**src/rtl/zcDetPkg.sv**
```systemverilog
package zcDetPkg;
  typedef struct packed {
    logic count;   // a millisecond tick is being applied
    logic under;   // undercurrent seen on this tick
    logic clear;   // detector disarmed: zero both counters
  } zcStrobeT;
endpackage

```
**src/rtl/zcDetDatapath.sv**
```systemverilog
module zcDetDatapath
  import zcDetPkg::*;
#(
  parameter int QUAL_MS     = 350,
  parameter int DEGLITCH_MS = 10
) (
  input  logic     clk,
  input  logic     rstN,
  input  zcStrobeT strobe,
  output logic     qualHit
);
  localparam int QW = $clog2(QUAL_MS + 1);
  localparam int DW = $clog2(DEGLITCH_MS + 1);

  logic [QW-1:0] qualCnt, qualNext;
  logic [DW-1:0] aboveCnt, aboveNext;

  always_comb begin
    qualNext  = qualCnt;
    aboveNext = aboveCnt;
    qualHit   = 1'b0;
    if (strobe.clear) begin
      qualNext  = '0;
      aboveNext = '0;
    end else if (strobe.count) begin
      if (strobe.under) begin
        aboveNext = '0;
        qualNext  = qualCnt + 1'b1;
      end else if (qualCnt != '0) begin
        if (aboveCnt == DW'(DEGLITCH_MS - 1)) begin
          qualNext  = '0;
          aboveNext = '0;
        end else begin
          aboveNext = aboveCnt + 1'b1;
          qualNext  = qualCnt + 1'b1;
        end
      end
      qualHit = (qualNext == QW'(QUAL_MS));
      if (qualHit) begin
        qualNext  = '0;
        aboveNext = '0;
      end
    end
  end

  always_ff @(posedge clk or negedge rstN) begin
    if (!rstN) begin
      qualCnt  <= '0;
      aboveCnt <= '0;
    end else begin
      qualCnt  <= qualNext;
      aboveCnt <= aboveNext;
    end
  end


  qual_bound_chk: assert property (@(posedge clk) disable iff (!rstN)
    qualCnt < QW'(QUAL_MS));


  above_bound_chk: assert property (@(posedge clk) disable iff (!rstN)
    aboveCnt < DW'(DEGLITCH_MS));


  deglitch_clear_chk: assert property (@(posedge clk) disable iff (!rstN)
    ($past(strobe.count && !strobe.under && !strobe.clear) &&
     $past(aboveCnt) == DW'(DEGLITCH_MS - 1)) |-> (qualCnt == '0 && aboveCnt == '0));


  disarm_clear_chk: assert property (@(posedge clk) disable iff (!rstN)
    strobe.clear |=> (qualCnt == '0 && aboveCnt == '0));
endmodule

```
**src/rtl/zcDetControl.sv**
```systemverilog
module zcDetControl
  import zcDetPkg::*;
(
  input  logic     clk,
  input  logic     rstN,
  input  logic     msTick,
  input  logic     zcEnable,
  input  logic     powerGood,
  input  logic     underCurrent,
  input  logic     detDisable,
  input  logic     detectOk,
  input  logic     portEnable,
  input  logic     qualHit,
  output zcStrobeT strobe,
  output logic     zcN,
  output logic     switchOff,
  output logic     redetectReq
);
  logic faulted;
  logic sawLow;
  logic armed;

  assign armed        = zcEnable && powerGood && !faulted;
  assign strobe.clear = !armed;
  assign strobe.count = msTick;
  assign strobe.under = underCurrent;

  always_ff @(posedge clk or negedge rstN) begin
    if (!rstN) begin
      faulted     <= 1'b0;
      sawLow      <= 1'b0;
      redetectReq <= 1'b0;
    end else begin
      redetectReq <= 1'b0;
      if (qualHit) begin
        faulted     <= 1'b1;
        sawLow      <= 1'b0;
        redetectReq <= !detDisable;
      end else if (faulted) begin
        if (!detDisable) begin
          if (detectOk) faulted <= 1'b0;
        end else if (!portEnable) begin
          sawLow <= 1'b1;
        end else if (sawLow) begin
          faulted <= 1'b0;
          sawLow  <= 1'b0;
        end
      end
    end
  end

  assign switchOff = faulted;
  assign zcN       = !(faulted && zcEnable);


  arm_gate_chk: assert property (@(posedge clk) disable iff (!rstN)
    $rose(switchOff) |-> $past(zcEnable && powerGood));


  redetect_mode_chk: assert property (@(posedge clk) disable iff (!rstN)
    redetectReq |-> (switchOff && !$past(detDisable) && !$past(switchOff)));


  release_strobe_chk: assert property (@(posedge clk) disable iff (!rstN)
    ($fell(switchOff) && !$past(detDisable)) |-> $past(detectOk));


  release_toggle_chk: assert property (@(posedge clk) disable iff (!rstN)
    ($fell(switchOff) && $past(detDisable)) |-> $past(portEnable));
endmodule

```
**src/rtl/zcDisconnect.sv**
```systemverilog
module zcDisconnect
  import zcDetPkg::*;
#(
  parameter int QUAL_MS     = 350,
  parameter int DEGLITCH_MS = 10
) (
  input  logic clk,
  input  logic rstN,
  input  logic msTick,
  input  logic zcEnable,
  input  logic powerGood,
  input  logic underCurrent,
  input  logic detDisable,
  input  logic detectOk,
  input  logic portEnable,
  output logic zcN,
  output logic switchOff,
  output logic redetectReq
);
  zcStrobeT strobe;
  logic     qualHit;

  zcDetDatapath #(.QUAL_MS(QUAL_MS), .DEGLITCH_MS(DEGLITCH_MS)) u_path (
    .clk(clk), .rstN(rstN), .strobe(strobe), .qualHit(qualHit)
  );

  zcDetControl u_ctrl (
    .clk(clk), .rstN(rstN), .msTick(msTick), .zcEnable(zcEnable),
    .powerGood(powerGood), .underCurrent(underCurrent), .detDisable(detDisable),
    .detectOk(detectOk), .portEnable(portEnable), .qualHit(qualHit),
    .strobe(strobe), .zcN(zcN), .switchOff(switchOff), .redetectReq(redetectReq)
  );
endmodule

```
**config.mk**
```make
export PLATFORM = sky130hd
export DESIGN_NAME = zcDisconnect
export DESIGN_NICKNAME = d
export VERILOG_FILES = /design/src/rtl/zcDetPkg.sv /design/src/rtl/zcDetDatapath.sv /design/src/rtl/zcDetControl.sv /design/src/rtl/zcDisconnect.sv
export SDC_FILE = /design/constraint.sdc
export NUM_CORES = 1
export LEC_CHECK = 0
export BUFFER_PORTS_ARGS = -buffer_cell sky130_fd_sc_hd__clkbuf_2
export CORE_MARGIN = 2
export CORE_UTILIZATION = 43
export CTS_CLUSTER_SIZE = 24
export DETAILED_ROUTE_END_ITERATION = 12
export GPL_TIMING_DRIVEN = 0
export PLACE_DENSITY = 0.7
export SYNTH_ARGS = -nofsm -noshare
export SYNTH_HDL_FRONTEND = slang
export SYNTH_HIERARCHICAL = 1
export SYNTH_SLANG_ARGS = --single-unit
export TNS_END_PERCENT = 1
```
**constraint.sdc**
```tcl
create_clock -name clk -period 2.45 [get_ports clk]
set_input_delay 0.1225 -clock clk [delete_from_list [all_inputs] [get_ports clk]]
set_output_delay 0.1225 -clock clk [all_outputs]
set_load 0.005 [all_outputs]
```
==> impl_metrics.yaml, run 1 <==
routing:
  routedWlPerCell_um: 13.9
  drt-total-wl_um: 2450
  first_pass_iters: 4
  drtIter0Drc: 8
  num_vias: 1000
  drc: 0
  vias_per_cell: 5.68
  ant_nets: 0
yosys:
  yosysTopAreaCell: "dfrtp_1"
  synth_xor_area_share_pct: 2.19
  synth_compound_area_share_pct: 21.4
  ys.warnings.count: 6
  syn_avg_cell_area_um2: 9.10
  synthFlopType: "dfrtp_1"
  yosys.area.top_type_share_pct: 33.3
  synth_fp_nets: 145
  synth_adder_area_share_pct: 4.17
  seq_area_frac_synth_pct: 33.3
  synthMuxAreaShare_pct: 0.833
  yosys.area_share.simple_pct: 29.7
  synth_edf_count: 0
  synth_area_leaders: "dfrtp_1 (33%), nand2_1 (5.9%), ha_1 (4.2%)"
  syn_area_um2: 1200
  async_flop_share_pct: 100
  synth_cell_type_count: 50
  syn-instance-count: 132
  synth_top_family_by_area: "simple AND/OR/NAND/NOR gates"
  synth-seq-cells: 16
floorplanning:
  die_w_um: 56.9
  start_util_pct: 44.3
  core_region_area_um2: 2710
  die_h_um: 56.9
  num_rows: 19
  io_pins: 12
  die_area_um2: 3230
finish:
  syn2layout_area_growth_pct: 9.69
  drive_gt1_share_pct: 22.1
  final_nets: 160
  postLayoutCellArea_um2: 1320
  multi_input_area_um2: 699
  seq_area_um2: 400
  n_antenna_cell: 0
  n_fill_cell: 275
cts:
  cts_tree: "done"
  path_clk_slew_ns: 0.09
  cts_buffers: 3
  cts_hold_buf: 1
  cts_sinks: 16
  clockBufferDepth: 2
  post_cts_buffers: 0
  htreeDepth: 1
  cts_resized: 0
  clk_latency_ns: 0.28
  cts_root_buf: "clkbuf_4"
sta:
  setup_ws_ns: 0.201
  post-route-period-util_pct: 91.8
  finalCriticalPeriod_ns: 2.25
  fmax_mhz: 445
  whs_ns: 0.111
  tightest_slew_ns: 0.421
  skew_ns: 0.00278
  hold_viol: 0
  setup_viol: 0
  rsz0062_at_grt: "no"
  maxSlewViolCount: 0
  finalSetupTns_ns: 0
  relSlewSlack_pct: 71.6
global_routing:
  grtUsageTotal_pct: 17.5
  overflow: 0
  grt_max_degree: 17
  antenna_found_initial: 0
  grt_pass1_vias: 1016
  grt_pass1_wl_um: 4550
critical_path:
  cp.arrival_ns: 2.48
  ff2ff_path_depth: 8
  critPathSlowestCell: "dfrtp_1"
  critPathTopFamily: "simple AND/OR/NAND/NOR gates"
  path_buf_inv: 1
  worst_ep_required_time_ns: 2.68
  worst-path-max-fanout: 9
  r2r-start: "u_path/qualCnt[1]$_DFFE_PN0P_"
  cp_slowest_stage_delay_ns: 0.48
  r2r-end: "u_ctrl/redetectReq$_DFF_PN0_"
  cp-start-kind: "flop"
  worstPathCellList: "inv_1 -> ha_1 -> nor4b_4 -> a31oi_2 -> o211ai_1 -> nor3_4 -> and3b_1 -> and2b_2"
  crit_type: "reg2reg"
  r2r_setup_slack_ns: 0.20
  crit_path_end_kind: "flop"
  worstSetupStartpoint: "u_path/qualCnt[1]$_DFFE_PN0P_"
power_and_ir_drop:
  power.total_uw: 457
  ir_worst_vdd_v: 0.000276
  p_leak_uw: 0.000589
  power_density_nw_per_um2: 347
run_status:
  outcome: "complete, no violations"
place:
  placed_area_um2: 1280
  gp_congestion: 0.898
  place_ws_ns: 0.224
  post-dp-hpwl_um: 1840
  portBuffers: 9
hold_path:
  worstHoldPathCells: 3
  worstHoldStart: "portEnable"
  min_to: "u_ctrl/sawLow$_DFFE_PN0P_"
  hp-class: "in2reg"
run:
  drv_cap: 0
## cell type report
type                    count  share of cell area [%]
inverters                   3                   0.855
multi-input cells         102                    53.1
flip-flops and latches     16                    30.4
repair buffers             10                    4.18
plain buffers              11                    6.84
clock buffers               3                    1.71
well taps                  31                    2.94
## report_power, final
group	internal, µW	leakage (µW)	switching [µW]
Combinational	20.9	0.000352	27.5
Clock	57.1	0.0000138	82.5
Sequential	266	0.000223	2.94
Total	344	0.000589	113
## per-layer routing
layer,up-vias,GRT usage (%),part of all wire (%)
li1,508,-,-
met1,476,23.1,47
met2,14,29.9,50
met3,2,1.61,2.7
met4,0,6.31,0.45
met5,-,0,0
## logic make-up (layout without fill, tap and decap cells)
family / after synthesis / after routing
AND/OR/NAND/NOR: 62 / 62
AO/OA/AOI/OAI: 32 / 32
flip-flops: 16 / 16
buffers and inverters: 14 / 27
adder cells (fa/ha/maj): 4 / 4
XOR/XNOR: 3 / 3
multiplexers: 1 / 1
## flip-flops by register name (all words and copies together) (netlist names)
name	cells
u_path/qualCnt	9
u_path/aboveCnt	4
u_ctrl/redetectReq	1
u_ctrl/sawLow	1
u_ctrl/switchOff	1
## worst max path at each step
stage,slack [ns],endpoint,cells after the start
global placement,0.27,u_ctrl/redetectReq$_DFF_PN0_,8
global route,0.007,u_ctrl/redetectReq$_DFF_PN0_,8
floorplan,0.50,u_path/qualCnt[4]$_DFFE_PN0P_,9
CTS,0.20,u_ctrl/redetectReq$_DFF_PN0_,8
finish,0.20,u_ctrl/redetectReq$_DFF_PN0_,8
detailed placement,0.22,u_ctrl/redetectReq$_DFF_PN0_,8
## cell usage after synthesis, drive strengths merged, types with 3 or more instances
library cell  number
ha                 4
nand4              4
buf               11
a21oi              3
nor2               6
o21ai              5
and3               3
dfrtp             16
o211ai             3
nand3              6
nor3               4
or3                4
nand2             19
xor2               3
nor2b              3
a31oi              3
inv                3
## placed cells by master (no fill, tap or decap), types with 2 or more instances in the layout
cell,synthesis,layout
a21oi_1,2,2
buf_6,4,4
xor2_1,3,3
clkbuf_2,0,9
clkbuf_4,0,3
nor2_1,6,6
nor2b_1,3,3
nor3_1,3,3
nand2_1,19,19
nand3b_1,2,2
a211oi_1,2,2
or2_1,2,2
o211ai_1,2,2
dfrtp_1,16,16
or3_1,4,4
a21o_1,2,2
nand3_1,6,6
a31oi_2,2,2
nand4_1,4,4
a22o_1,2,2
and3_1,3,3
o21ai_0,3,3
buf_4,4,4
inv_1,3,3
nand2b_1,2,2
ha_1,4,4
o32ai_1,2,2
buf_2,3,3
## metrics by stage
step | utilization [%] | std cells
finish | 48.6 | 176
global route | 48.6 | 176
CTS | 48.6 | 176
detailed placement | 47.4 | 172
global placement | 47.4 | 172
floorplan | - | 132
## worst reg2reg max path: stages (launching register included)
cell and delay [ns]:
dfrtp_1 0.48, inv_1 0.09, ha_1 0.19, nor4b_4 0.14
a31oi_2 0.26, o211ai_1 0.22, nor3_4 0.39, and3b_1 0.28
and2b_2 0.15
Note: power is estimated with default switching activity, not from simulation.
==> inputs of run 2 (changes only) <==
--- a/config.mk
+++ b/config.mk
@@ -5,6 +5,7 @@
 export SDC_FILE = /design/constraint.sdc
 export NUM_CORES = 1
 export LEC_CHECK = 0
+export ABC_AREA = 1
 export BUFFER_PORTS_ARGS = -buffer_cell sky130_fd_sc_hd__clkbuf_2
 export CORE_MARGIN = 2
 export CORE_UTILIZATION = 43
==> run 2 against run 1 <==
  * Clock-buffer cell count rose by 1
  * Clock skew rose by 0.0021 ns
  * First-iteration DRC count rose to 5.6 times the previous value
  * Non-clock buffer count fell by 9
  * Sequential cell count did not move
  * Fmax rose by 11%
  * Largest power group unchanged
  * Critical path depth rose by 4
  * Sequential share of layout area rose by 1.8 points
  * Clock power rose by 30%
  * Highest routed layer unchanged
  * Combinational power rose by 20%
  * Die area fell by 6.8%
  * Synthesized cell count rose by 11%
==> impl_metrics.yaml, run 2 <==
finish:
  reg_top3: "u_path/qualCnt (9), u_path/aboveCnt (4)"
  mostFrequentLayoutCells: "nand2_1 (35), inv_1 (18), dfrtp_1 (16), nand3_1 (15), nor2_1 (15)"
  syn2layout_area_growth_pct: 11.6
  regMostFlops: "u_path/qualCnt"
  drive_gt1_share_pct: 20.6
  n_antenna_cell: 0
  final_common_cell: "nand2_1"
  final_nets: 174
  largest_register_ffs: 9
  n_fill_cell: 229
hold_path:
  hp-class: "in2reg"
critical_path:
  cp-start-kind: "flop"
  critPathTopFamily: "simple AND/OR/NAND/NOR gates"
  cpMostUsedCell: "nor2_4"
  path_buf_inv: 2
  crit_path_end_kind: "flop"
  worst-path-max-fanout: 9
  cp.arrival_ns: 2.21
  cp_slowest_stage_delay_ns: 0.45
  critPathSlowestCell: "dfrtp_1"
  crit_type: "reg2reg"
  worstPathCellList: "inv_1 -> ha_1 -> nand2_1 -> nor2_4 -> nor2_4 -> nand4_1 -> nor2_4 -> nand3_4 -> nor2_1 -> inv_1 -> nand2_1 -> nor2_1"
  worst_ep_required_time_ns: 2.64
sta:
  setup_ws_ns: 0.429
  skew_ns: 0.00485
  post-route-period-util_pct: 82.5
  setup_viol: 0
  maxSlewViolCount: 0
  relSlewSlack_pct: 61.1
  hold_viol: 0
  finalCriticalPeriod_ns: 2.02
  fmax_mhz: 495
  tightest_slew_ns: 0.581
  rsz0062_at_grt: "no"
  finalSetupTns_ns: 0
routing:
  drc: 0
  first_pass_iters: 4
  ant_nets: 0
  drtIter0Drc: 45
  num_vias: 1024
  drt-total-wl_um: 2380
  vias_per_cell: 5.39
  routedWlPerCell_um: 12.5
global_routing:
  grtUsageTotal_pct: 20.0
  grt_pass1_wl_um: 4220
  antenna_found_initial: 0
  overflow: 0
  grt_pass1_vias: 967
  grt_max_degree: 17
yosys:
  synth_area_leaders: "dfrtp_1 (36%), nand2_1 (12%), nand3_1 (6.7%)"
  syn_avg_cell_area_um2: 7.63
  yosysTopAreaCell: "dfrtp_1"
  synth_fp_nets: 159
  synth_cell_type_count: 27
  ys.warnings.count: 6
  seq_area_frac_synth_pct: 36.0
  synthFlopType: "dfrtp_1"
  synth_edf_count: 0
  synth.most_common_cell: "nand2_1"
  async_flop_share_pct: 100
  syn_area_um2: 1110
  synth_common_cells: "nand2_1 (35), inv_1 (18), dfrtp_1 (16)"
  syn-instance-count: 146
  synth-seq-cells: 16
  yosys.area.top_type_share_pct: 36.0
cts:
  cts_tree: "done"
  cts_root_buf: "clkbuf_4"
  cts_buffers: 3
  post_cts_buffers: 0
  clk_latency_ns: 0.29
  path_clk_slew_ns: 0.10
  clockBufferDepth: 2
  htreeDepth: 1
  cts_sinks: 16
run_status:
  outcome: "complete, no violations"
place:
  gp_congestion: 0.827
  place_ws_ns: 0.458
  portBuffers: 9
  post-dp-hpwl_um: 1760
floorplanning:
  io_pins: 12
  die_h_um: 54.9
  die_area_um2: 3010
  die_w_um: 54.9
  core_region_area_um2: 2450
  start_util_pct: 45.4
  num_rows: 18
power_and_ir_drop:
  p_leak_uw: 0.000607
  power_density_nw_per_um2: 411
  ir_worst_vdd_v: 0.000416
run:
  drv_cap: 0
## run 2: cell families after synthesis
logic type / synth area share [%]
xor gates and xnor gates: 3.93
adders and majority gates: 4.49
DFF: 36.0
and+or+nand+nor: 39.4
buffers and inverters: 8.31
AOI/OAI and AO/OA: 7.86
## run 2: layout make-up
cell class	instances	area (µm²)	share of cell area (%)
multi-input combinational	108	621	49.9
inverter	20	77.6	6.24
buffer	2	15.0	1.21
clock buffer	4	36.3	2.92
sequential	16	400	32.2
timing repair buffer	10	55.1	4.43
tap	30	37.5	3.02
## run 2: stage by stage
stage / total power, µW / hold slack (ns) / instances / instance area [µm²] / utilization (%)
finish: 511 / 0.0574 / 190 / 1240 / 50.6
global route: 538 / 0.0416 / 190 / 1240 / 50.6
CTS: 519 / 0.0464 / 190 / 1240 / 50.6
detailed placement: 333 / 0.0834 / 185 / 1200 / 48.7
global placement: 331 / 0.0745 / 185 / 1200 / 48.7
floorplan: 312 / -0.173 / 146 / 1110 / -
## run 2: final timing paths
| kind | slack, ns | startpoint | cells after the start | endpoint |
|---|---|---|---|---|
| hold / removal | 0.06 | detDisable | 2 | u_ctrl/redetectReq$_DFF_PN0_ |
| min in group asynchronous | 0.28 | rstN | 2 | u_path/qualCnt[6]$_DFFE_PN0P_ |
| max in group asynchronous | 1.87 | rstN | 2 | u_path/aboveCnt[2]$_DFFE_PN0P_ |
| setup reg to reg | 0.43 | u_path/qualCnt[0]$_DFFE_PN0P_ | 12 | u_ctrl/sawLow$_DFFE_PN0P_ |
| setup / recovery | 0.43 | u_path/qualCnt[0]$_DFFE_PN0P_ | 12 | u_ctrl/sawLow$_DFFE_PN0P_ |
| hold reg to reg | 0.56 | u_ctrl/sawLow$_DFFE_PN0P_ | 2 | u_ctrl/sawLow$_DFFE_PN0P_ |
## run 2: layer usage
metal  share of wire (%)  track usage [%]  up-vias
li1                    -                -      505
met1                  43             23.9      481
met2                  50             35.3       36
met3                 5.9             5.65        2
met4                0.67             4.88        0
met5                   0                0        -
## run 2: report_power, final
group	switching [µW]	leakage, µW	internal (µW)
Combinational	39.2	0.000363	18.7
Clock	90.9	0.0000210	90.6
Sequential	4.33	0.000222	267
Total	134	0.000607	376
## run 2: worst reg2reg max path, cell delays in order, from the launching register on
cell	delay, ns
dfrtp_1	0.45
inv_1	0.09
ha_1	0.19
nand2_1	0.12
nor2_4	0.07
nor2_4	0.19
nand4_1	0.18
nor2_4	0.16
nand3_4	0.14
nor2_1	0.14
inv_1	0.08
nand2_1	0.07
nor2_1	0.04
## run 2: timing repair
action | in CTS | in global routing
gates resized for setup | 0 | 0
endpoints found under the hold margin | 16 | 0
hold buffers | 1 | 0
